## src/rtl/bmd_pkg.sv

```systemverilog
// Package: shared types and control-bit positions for the banked memory map
// decoder. Assumes a six-bit control word; the bit positions below are
// behaviour (software writes them) and are therefore fixed here.
package bmd_pkg;

    localparam int CTL_W       = 6;
    localparam int CTL_BANK0   = 0;
    localparam int CTL_BANK1   = 1;
    localparam int CTL_ROM_OFF = 2;
    localparam int CTL_VID_OFF = 3;
    localparam int CTL_VID_LOW = 4;
    localparam int CTL_BANK2   = 5;

    typedef enum logic [2:0] {
        TGT_RAM  = 3'd0,
        TGT_ROM  = 3'd1,
        TGT_VID  = 3'd2,
        TGT_SINK = 3'd3
    } target_e;

endpackage

```

## src/rtl/bmd_ctrl_reg.sv

```systemverilog
// Module: control register. Captures the low CTL_W bits of an I/O write
// aimed at CTRL_PORT. Assumes a synchronous active-low reset that clears it.
module bmd_ctrl_reg
    import bmd_pkg::*;
#(
    parameter int            IO_ADDR_W = 8,
    parameter int            DATA_W    = 8,
    parameter logic [IO_ADDR_W-1:0] CTRL_PORT = 8'h50
) (
    input  logic                 clk,
    input  logic                 rst_n,
    input  logic                 io_wr,
    input  logic [IO_ADDR_W-1:0] io_addr,
    input  logic [DATA_W-1:0]    io_wdata,
    output logic [CTL_W-1:0]     ctl
);

    logic hit;

    // Port match for the write strobe
    always_comb begin
        hit = io_wr && (io_addr == CTRL_PORT);
    end

    // Register update: cleared on reset, loaded on a matching write
    always_ff @(posedge clk) begin
        if (!rst_n) begin
            ctl <= '0;
        end else if (hit) begin
            ctl <= io_wdata[CTL_W-1:0];
        end
    end

endmodule

```

## src/rtl/bmd_boot_timer.sv

```systemverilog
// Module: boot overlay timer. Holds the overlay active for BOOT_CYCLES
// clock edges after reset is released. Assumes BOOT_CYCLES >= 1.
module bmd_boot_timer #(
    parameter int BOOT_CYCLES = 500
) (
    input  logic clk,
    input  logic rst_n,
    output logic boot
);

    localparam int CNT_W = $clog2(BOOT_CYCLES + 1);
    localparam logic [CNT_W-1:0] CNT_INIT = CNT_W'(BOOT_CYCLES);

    logic [CNT_W-1:0] remain;

    // Countdown: reload during reset, decrement to zero afterwards
    always_ff @(posedge clk) begin
        if (!rst_n) begin
            remain <= CNT_INIT;
        end else if (remain != '0) begin
            remain <= remain - 1'b1;
        end
    end

    // Overlay flag is the non-zero state of the countdown
    always_comb begin
        boot = (remain != '0);
    end

endmodule

```

## src/rtl/bmd_page_decode.sv

```systemverilog
// Module: per-access page decoder. Maps an address plus control word to a
// target with priority video > ROM > RAM. IS_WRITE redirects ROM hits to
// the sink. Purely combinational; assumes PAGE_W >= 3.
module bmd_page_decode
    import bmd_pkg::*;
#(
    parameter int ADDR_W   = 16,
    parameter int PAGE_W   = 4,
    parameter int BANK_W   = 3,
    parameter bit IS_WRITE = 1'b0
) (
    input  logic [CTL_W-1:0]         ctl,
    input  logic                     boot,
    input  logic [ADDR_W-1:0]        addr,
    output target_e                  tgt,
    output logic [BANK_W+PAGE_W-1:0] ram_page,
    output logic [PAGE_W-3:0]        rom_page,
    output logic                     vid_hi
);

    localparam int OFF_W = ADDR_W - PAGE_W;
    localparam logic [PAGE_W-1:0] VID_PG_TOP = '1;
    localparam logic [PAGE_W-1:0] VID_PG_MID = {1'b1, {(PAGE_W-1){1'b0}}};

    logic [PAGE_W-1:0] page;
    logic [BANK_W-1:0] bank;
    logic              vid_hit;
    logic              rom_hit;
    logic              rom_norm;
    logic              rom_boot;

    // Page number and bank field extraction
    always_comb begin
        page = addr[ADDR_W-1 -: PAGE_W];
        bank = BANK_W'({ctl[CTL_BANK2], ctl[CTL_BANK1], ctl[CTL_BANK0]});
    end

    // Hit detection for video window and ROM ranges
    always_comb begin
        vid_hit  = !ctl[CTL_VID_OFF] &&
                   (page == (ctl[CTL_VID_LOW] ? VID_PG_MID : VID_PG_TOP));
        rom_norm = !ctl[CTL_ROM_OFF] && (page[PAGE_W-1 -: 2] == 2'b10);
        rom_boot = boot && (page[PAGE_W-1 -: 2] == 2'b00);
        rom_hit  = rom_norm || rom_boot;
    end

    // Priority resolution and page outputs
    always_comb begin
        if (vid_hit) begin
            tgt = TGT_VID;
        end else if (rom_hit) begin
            tgt = IS_WRITE ? TGT_SINK : TGT_ROM;
        end else begin
            tgt = TGT_RAM;
        end
        if (page[PAGE_W-1]) begin
            ram_page = {{BANK_W{1'b0}}, page};
        end else begin
            ram_page = {bank, page};
        end
        rom_page = page[PAGE_W-3:0];
        vid_hi   = addr[OFF_W-1];
    end

endmodule

```

## src/rtl/bank_map_decoder.sv

```systemverilog
// Module: top of the banked memory map decoder. Holds the control register
// and boot timer and decodes each access with separate read and write
// decoders. Assumes single-cycle address validity per mem_rd/mem_wr cycle.
module bank_map_decoder
    import bmd_pkg::*;
#(
    parameter int ADDR_W      = 16,
    parameter int PAGE_W      = 4,
    parameter int BANK_W      = 3,
    parameter int IO_ADDR_W   = 8,
    parameter int DATA_W      = 8,
    parameter logic [IO_ADDR_W-1:0] CTRL_PORT = 8'h50,
    parameter int BOOT_CYCLES = 500
) (
    input  logic                     clk,
    input  logic                     rst_n,
    input  logic                     io_wr,
    input  logic [IO_ADDR_W-1:0]     io_addr,
    input  logic [DATA_W-1:0]        io_wdata,
    input  logic                     mem_rd,
    input  logic                     mem_wr,
    input  logic [ADDR_W-1:0]        mem_addr,
    output logic                     ram_sel,
    output logic [BANK_W+PAGE_W-1:0] ram_page,
    output logic                     rom_sel,
    output logic [PAGE_W-3:0]        rom_page,
    output logic                     vid_lo_sel,
    output logic                     vid_hi_sel,
    output logic                     sink_sel
);

    localparam int NDEC  = 2;
    localparam int RP_W  = BANK_W + PAGE_W;

    logic [CTL_W-1:0] ctl;
    logic             boot;

    target_e          d_tgt    [NDEC];
    logic [RP_W-1:0]  d_rpage  [NDEC];
    logic [PAGE_W-3:0] d_opage [NDEC];
    logic             d_vhi    [NDEC];

    target_e          tgt;
    logic             vhi;
    logic             active;

    bmd_ctrl_reg #(
        .IO_ADDR_W (IO_ADDR_W),
        .DATA_W    (DATA_W),
        .CTRL_PORT (CTRL_PORT)
    ) u_ctrl (
        .clk      (clk),
        .rst_n    (rst_n),
        .io_wr    (io_wr),
        .io_addr  (io_addr),
        .io_wdata (io_wdata),
        .ctl      (ctl)
    );

    bmd_boot_timer #(
        .BOOT_CYCLES (BOOT_CYCLES)
    ) u_boot (
        .clk   (clk),
        .rst_n (rst_n),
        .boot  (boot)
    );

    // Index 0 decodes reads, index 1 decodes writes
    for (genvar g = 0; g < NDEC; g++) begin : g_dec
        bmd_page_decode #(
            .ADDR_W   (ADDR_W),
            .PAGE_W   (PAGE_W),
            .BANK_W   (BANK_W),
            .IS_WRITE (g == 1)
        ) u_dec (
            .ctl      (ctl),
            .boot     (boot),
            .addr     (mem_addr),
            .tgt      (d_tgt[g]),
            .ram_page (d_rpage[g]),
            .rom_page (d_opage[g]),
            .vid_hi   (d_vhi[g])
        );
    end

    // Pick the decoder matching the access direction, writes first
    always_comb begin
        active   = mem_rd || mem_wr;
        tgt      = mem_wr ? d_tgt[1]   : d_tgt[0];
        ram_page = mem_wr ? d_rpage[1] : d_rpage[0];
        rom_page = mem_wr ? d_opage[1] : d_opage[0];
        vhi      = mem_wr ? d_vhi[1]   : d_vhi[0];
    end

    // One-hot select outputs, gated by an access in progress
    always_comb begin
        ram_sel    = active && (tgt == TGT_RAM);
        rom_sel    = active && (tgt == TGT_ROM);
        sink_sel   = active && (tgt == TGT_SINK);
        vid_lo_sel = active && (tgt == TGT_VID) && !vhi;
        vid_hi_sel = active && (tgt == TGT_VID) && vhi;
    end

endmodule

```

## config.mk

```make
export PLATFORM = sky130hd
export DESIGN_NAME = bank_map_decoder
export DESIGN_NICKNAME = d
export VERILOG_FILES = /design/src/rtl/bmd_pkg.sv /design/src/rtl/bmd_ctrl_reg.sv /design/src/rtl/bmd_boot_timer.sv /design/src/rtl/bmd_page_decode.sv /design/src/rtl/bank_map_decoder.sv
export SDC_FILE = /design/constraint.sdc
export NUM_CORES = 1
export LEC_CHECK = 0
export ABC_AREA = 1
export ABC_CLOCK_PERIOD_IN_PS = 1650
export BUFFER_PORTS_ARGS = -buffer_cell sky130_fd_sc_hd__buf_2
export CAP_MARGIN = 10
export CORE_AREA = 2 2 64 66
export CTS_CLUSTER_SIZE = 25
export DETAILED_ROUTE_END_ITERATION = 8
export DIE_AREA = 0 0 66 68
export GPL_TIMING_DRIVEN = 0
export MAX_ROUTING_LAYER = met4
export SYNTH_ARGS = -nofsm -noshare
export SYNTH_HDL_FRONTEND = slang
export SYNTH_SLANG_ARGS = --single-unit
```

## constraint.sdc

```tcl
create_clock -name clk -period 1.65 [get_ports clk]
set_input_delay 0.33 -clock clk [delete_from_list [all_inputs] [get_ports clk]]
set_output_delay 0.33 -clock clk [all_outputs]
set_load 0.05 [all_outputs]
```

==> key figures, run 1 <==
CTS
  – CTS max path bufs: 2
  – Reg clk slew, reported paths: 60 ps
  – CTS Buf Count: 3
  – Clk_lat worst skew: 250 ps
  – CTS Sinks: 15
  – Root buffer cell: clkbuf_8
  – H-tree levels: 1
  – CTS tree: built

Route
  – Total number of vias: roughly 1100
  – Total wire length: around 2300 µm
  – Wirelength per Cell: ~8.7 µm
  – Vias per cell: roughly 4.2
  – 1st-pass router iterations: 4
  – ANT nets after route: 0
  – Iteration-0 DRC Markers: 32
  – Drt drc: 0

Yosys
  – Synth warn: 0
  – Area share of the largest cell type after synthesis: 0.276
  – Mapped Nets: between 200 and 250
  – Count leader, synth: nand2_1
  – Post-synth top flop: dfxtp_1
  – Synth top area cells: dfxtp_1, nand2_1, inv_1
  – Count of different cell masters after synthesis: 22
  – Post-synth ARST share: 0
  – Syn Area/Cell: between 6 and 7 µm²
  – Post-Syn Instances: approximately 170
  – Synth area leader: dfxtp_1
  – Post-synth top cells: nand2_1, inv_1, nor2_1, dfxtp_1
  – Register area share after synthesis: 0.276
  – Synthesized cell area: about 1100 µm²
  – Post-synth EDFFs: 0
  – FF+latch count, synth: 15

Critical path
  – Crit path launch type: register
  – Critical path fanouts, max: 2
  – Worst path required time: 1320 ps
  – Crit path kind: register to output pin
  – Nature of the critical path endpoint: output pin
  – WP data arrival: approximately 1400 ps

Outcome
  – Outcome: finished, violations left
  – Failing checks: negative setup slack

Layout
  – Nets: between 200 and 300
  – Fraction of final layout cells sized beyond drive strength 1: 0.413
  – N_diodes: 0
  – Final Cell Area: 1510 µm²
  – Area Overhead vs Synth: 38.9%

STA
  – Worst rel slew slack: 0.694
  – Setup TNS: -72.9 ps
  – Crit share post-route: 1.02
  – Worst Clk Skew: 4.86 ps
  – Fmax: 0.592 GHz
  – Minimum clock period: approximately 1700 ps
  – Final hold violation count: 0
  – Final setup margin: -38.7 ps
  – Slew at the pin closest to its max-slew limit: between 400 and 500 ps
  – Pins over their slew limit: 0
  – RSZ-0062 raised after global routing: true
  – Final Setup Violations: 3

Global route
  – GR Layer Usage met1: 0.140
  – Largest net degree at the start of global routing: 11
  – Total GRT Usage: 0.111
  – First-pass GRT wire length: 3730 µm
  – M2 GR Usage: 0.164
  – GR Util met3: 0.0115
  – Vias in the first global route: 908
  – Total congestion overflow: 0
  – Most Crowded Layer GR: met2
  – Initial antenna violation count: 0

Floorplan
  – Site row count: 23
  – IO Count: 51
  – Die area: ~4500 µm²
  – Die Ht: a little under 70 µm
  – Initial Util: 0.282
  – Core ar.: 3860 µm²
  – Die X-Extent: approximately 66 µm

Placed design
  – Final GP Congestion: between 0.7 and 0.8
  – Pre-CTS WS: -145 ps
  – Number of port buffers: 37
  – Placed cell area: ~1400 µm²
  – HPWL after DPL: ~1800 µm

Pwr
  – Net Switching: 317 µW
  – Pwr Total: 980 µW
  – Worst VDD drop: 0.259 mV
  – Sw frac: 0.324
  – Int Pwr: about 660 µW
  – Reg power frac: 0.406
  – LEAKAGE: around 0.80 nW
  – Share of power burned in combinational logic: 0.286
  – Clock share of power: 0.308
  – PD cells: around 650 nW/µm²

Worst hold path
  – Worst hold path type: input port to register

Run
  – Max-cap viol count: 0
[timing repair]
| item | CTS | global route |
|---|---|---|
| hold buffers | 0 | 0 |
| setup buffers | 5 | 1 |
| endpoints found under the setup margin | 3 | 5 |
| resized for setup | 19 | 5 |
| pin swaps | 4 | 1 |
[cell type report]
class | instances | area, µm²
flip-flops and latches | 15 | 304
repair buffers | 43 | 254
plain buffers | 7 | 48.8
multi-input cells | 114 | 661
clock buffers | 4 | 45.0
inverters | 35 | 134
well taps | 50 | 62.6
fillers | 434 | 2350
[registers in the layout, indices dropped and copies added (netlist names)]
name and cells:
u_boot.remain 9, u_ctrl.ctl 6
[logic make-up (layout without fill, tap and decap cells)]
logic type	after synthesis	in the layout	share of synthesized area
AO/OA/AOI/OAI	6	6	0.0276
XOR/XNOR	1	1	0.00807
adder cells (fa/ha/maj)	2	2	0.0230
buffers and inverters	42	89	0.168
flip-flops	15	15	0.276
AND/OR/NAND/NOR	105	105	0.497
[critical path, stage by stage (launching register included)]
cell and delay (ps):
dfxtp_2 320, inv_2 70, ha_4 140, nand2_4 50
nor2_4 120, nand2_4 60, nand2_2 60, nand2_2 50
nor2_4 70, buf_6 150
[power groups by stage]
stage                     clock (mW)  combinational, mW  sequential (mW)
after floorplan                    0              0.175            0.401
after global placement             0              0.239            0.403
after detailed placement           0              0.240            0.403
after CTS                      0.312              0.274            0.398
after global routing           0.326              0.306            0.399
final                          0.302              0.280            0.398
[metrics by stage]
stage               hold slack [ps]  std cells  utilization
floorplan                       451        171            -
global placement                475        258        0.351
detailed placement              480        258        0.351
CTS                             334        267        0.387
global route                    345        268        0.391
finish                          334        268        0.391
[cell usage in the layout (no fill, tap or decap), types with 2 or more instances in the layout]
cell type,count
nor2_1,26
nor2_4,10
nand3_2,4
nor3_1,2
nand2_2,4
inv_2,6
a21oi_1,4
buf_4,14
nand3_1,8
nand2_1,32
nand2_4,4
dfxtp_1,12
clkbuf_8,3
buf_6,3
nor2_2,5
dfxtp_2,3
nand4_1,9
buf_2,32
inv_1,28
[final timing paths]
check                         from          endpoint  slack [ps]  cells after the start
setup / recovery  u_boot.remain[1]           ram_sel         -40                      9
hold / removal               rst_n     u_ctrl.ctl[5]         330                      3
hold reg to reg      u_ctrl.ctl[5]     u_ctrl.ctl[5]         490                      2
setup reg to reg  u_boot.remain[0]  u_boot.remain[8]         320                      8
[per-layer routing]
metal	wire, µm	vias up
met1	1070	476
met3	152	5
met5	0	-
met2	1030	40
met4	69	0
li1	-	609
(Power assumes the default switching activity.)
==> run 2, diff against run 1 <==
ABC_CLOCK_PERIOD_IN_PS = 1450   (was 1650)
clock period = 1.45 ns   (was 1.65 ns; I/O delays follow)
==> key figures, run 2 (synthesis gave the netlist of run 1 again) <==
CTS
  – Clk_lat worst skew: 250 ps
  – H-tree levels: 1
  – Reg clk slew, reported paths: 60 ps
  – CTS Buf Count: 3
  – Hold_buf cts: 0
  – CTS tree: built
  – Root buffer cell: clkbuf_8
  – CTS max path bufs: 2
  – CTS Sinks: 15

Pwr
  – LEAKAGE: 0.799 nW
  – Pwr Total: ~1.1 mW
  – PD cells: between 700 and 800 nW/µm²
  – Worst VDD drop: around 0.28 mV

STA
  – Pins over their slew limit: 0
  – Worst Clk Skew: 5.79 ps
  – Fmax: roughly 0.61 GHz
  – Slew at the pin closest to its max-slew limit: approximately 440 ps
  – Final Setup Violations: 5
  – Final setup margin: -196 ps
  – RSZ-0062 raised after global routing: true
  – Final hold violation count: 0
  – Crit share post-route: 1.14
  – Worst rel slew slack: 0.706
  – Minimum clock period: 1650 ps

Layout
  – Biggest register: u_boot.remain
  – Final core utilization: 0.398
  – Area Overhead vs Synth: 41.2%
  – Max FFs per register: 9
  – Nets: about 260
  – FILL cells: a little over 400
  – Regs by FF count: u_boot.remain (9), u_ctrl.ctl (6)
  – Highest-count cells in the layout ignoring fill and taps: nand2_1, buf_2, inv_1
  – FF+latch area: slightly above 300 µm²
  – Fraction of final layout cells sized beyond drive strength 1: 0.431
  – Footprint of the multi-input gates: ~670 µm²
  – N_diodes: 0

Critical path
  – Worst path required time: between 1000 and 1500 ps
  – Crit path launch type: register
  – FF-to-FF setup slack: about 160 ps
  – Critical path fanouts, max: 2
  – Crit path kind: register to output pin
  – Number of cells on the worst reg-to-reg path: 8
  – Worst r2r dst: u_boot.remain[8]
  – WP data arrival: roughly 1400 ps
  – R2R Path Start: u_boot.remain[0]
  – Nature of the critical path endpoint: output pin

Outcome
  – Outcome: finished, violations left
  – Failing checks: negative setup slack

Route
  – ANT nets after route: 0
  – Iteration-0 DRC Markers: 20
  – 1st-pass router iterations: 4
  – Vias per cell: about 4.1
  – Total number of vias: 1096
  – Wirelength per Cell: 8.47 µm
  – Total wire length: roughly 2300 µm
  – Drt drc: 0

Floorplan
  – Core ar.: between 3000 and 4000 µm²
  – Site row count: 23
  – IO Count: 51
  – Die Ht: about 70 µm
  – Die X-Extent: between 60 and 70 µm
  – Die area: about 4500 µm²
  – Initial Util: 0.282

Global route
  – First-pass GRT wire length: 3620 µm
  – Total GRT Usage: 0.108
  – Vias in the first global route: roughly 900
  – Largest net degree at the start of global routing: 11
  – Total congestion overflow: 0
  – Initial antenna violation count: 0

Placed design
  – Number of port buffers: 37
  – Pre-CTS WS: -138 ps
  – Final GP Congestion: ~0.76
  – HPWL after DPL: between 1500 and 2000 µm

Worst hold path
  – Hold Path Cell Cnt: 3
  – Worst hold path type: input port to register
  – Min-delay src: rst_n
  – Min-Delay Endpoint: u_ctrl.ctl[5]

Run
  – Max-cap viol count: 0
run 2: cell counts in the layout (fill, tap and decap cells not counted):
Identical to the previous run, type by type.
run 2: power by group:
group	switching, mW	leakage (nW)	internal [mW]
registers	0.0215	0.123	0.430
clock network	0.142	0.0228	0.194
logic	0.192	0.653	0.132
total	0.355	0.799	0.757
run 2: worst max-delay path, cell delays in order, from the launching register on:
cell,delay (ps)
dfxtp_2,320
inv_2,70
ha_4,130
nand2_2,50
nor2_4,130
nand2_4,60
nand2_2,50
nand2_2,50
nor2_4,90
buf_8,150
run 2: what timing repair did:
action	CTS	global route
endpoints found under the hold margin	0	0
buffers inserted	5	1
endpoints found under the setup margin	5	6
gates resized for setup	15	4
pin swaps	9	5
run 2: metal layers:
| layer | global-route usage | up-vias | wire length [µm] |
|---|---|---|---|
| met5 | - | - | 0 |
| li1 | - | 612 | - |
| met2 | 0.169 | 25 | 1060 |
| met1 | 0.132 | 455 | 1090 |
| met4 | 0.0612 | 0 | 51 |
| met3 | 0.0197 | 4 | 72 |
run 2: worst max path at each step:
stage / start / end / cells after the start
after floorplan: mem_addr[14] / vid_hi_sel / 3
after global placement: u_boot.remain[1] / ram_sel / 9
after detailed placement: u_boot.remain[1] / ram_sel / 9
after CTS: u_boot.remain[1] / ram_sel / 9
after global routing: u_boot.remain[1] / ram_sel / 9
final: u_boot.remain[1] / ram_sel / 9
run 2: area by class of cell:
type | count | area share
Tap cell | 50 | 0.0408
Inverter | 35 | 0.0889
Buffer | 7 | 0.0318
Sequential cell | 15 | 0.198
Clock buffer | 4 | 0.0294
Multi-Input combinational cell | 114 | 0.436
Timing Repair Buffer | 43 | 0.175
run 2: per-stage QoR:
step / cells / TNS (ps) / cell area (µm²) / hold WS, ps
global placement: 258 / -203 / 1390 / 467
finish: 268 / -607 / 1530 / 298
CTS: 267 / -887 / 1520 / 296
detailed placement: 258 / -320 / 1390 / 480
global route: 268 / -1010 / 1530 / 308
floorplan: 171 / -161 / 1140 / 411
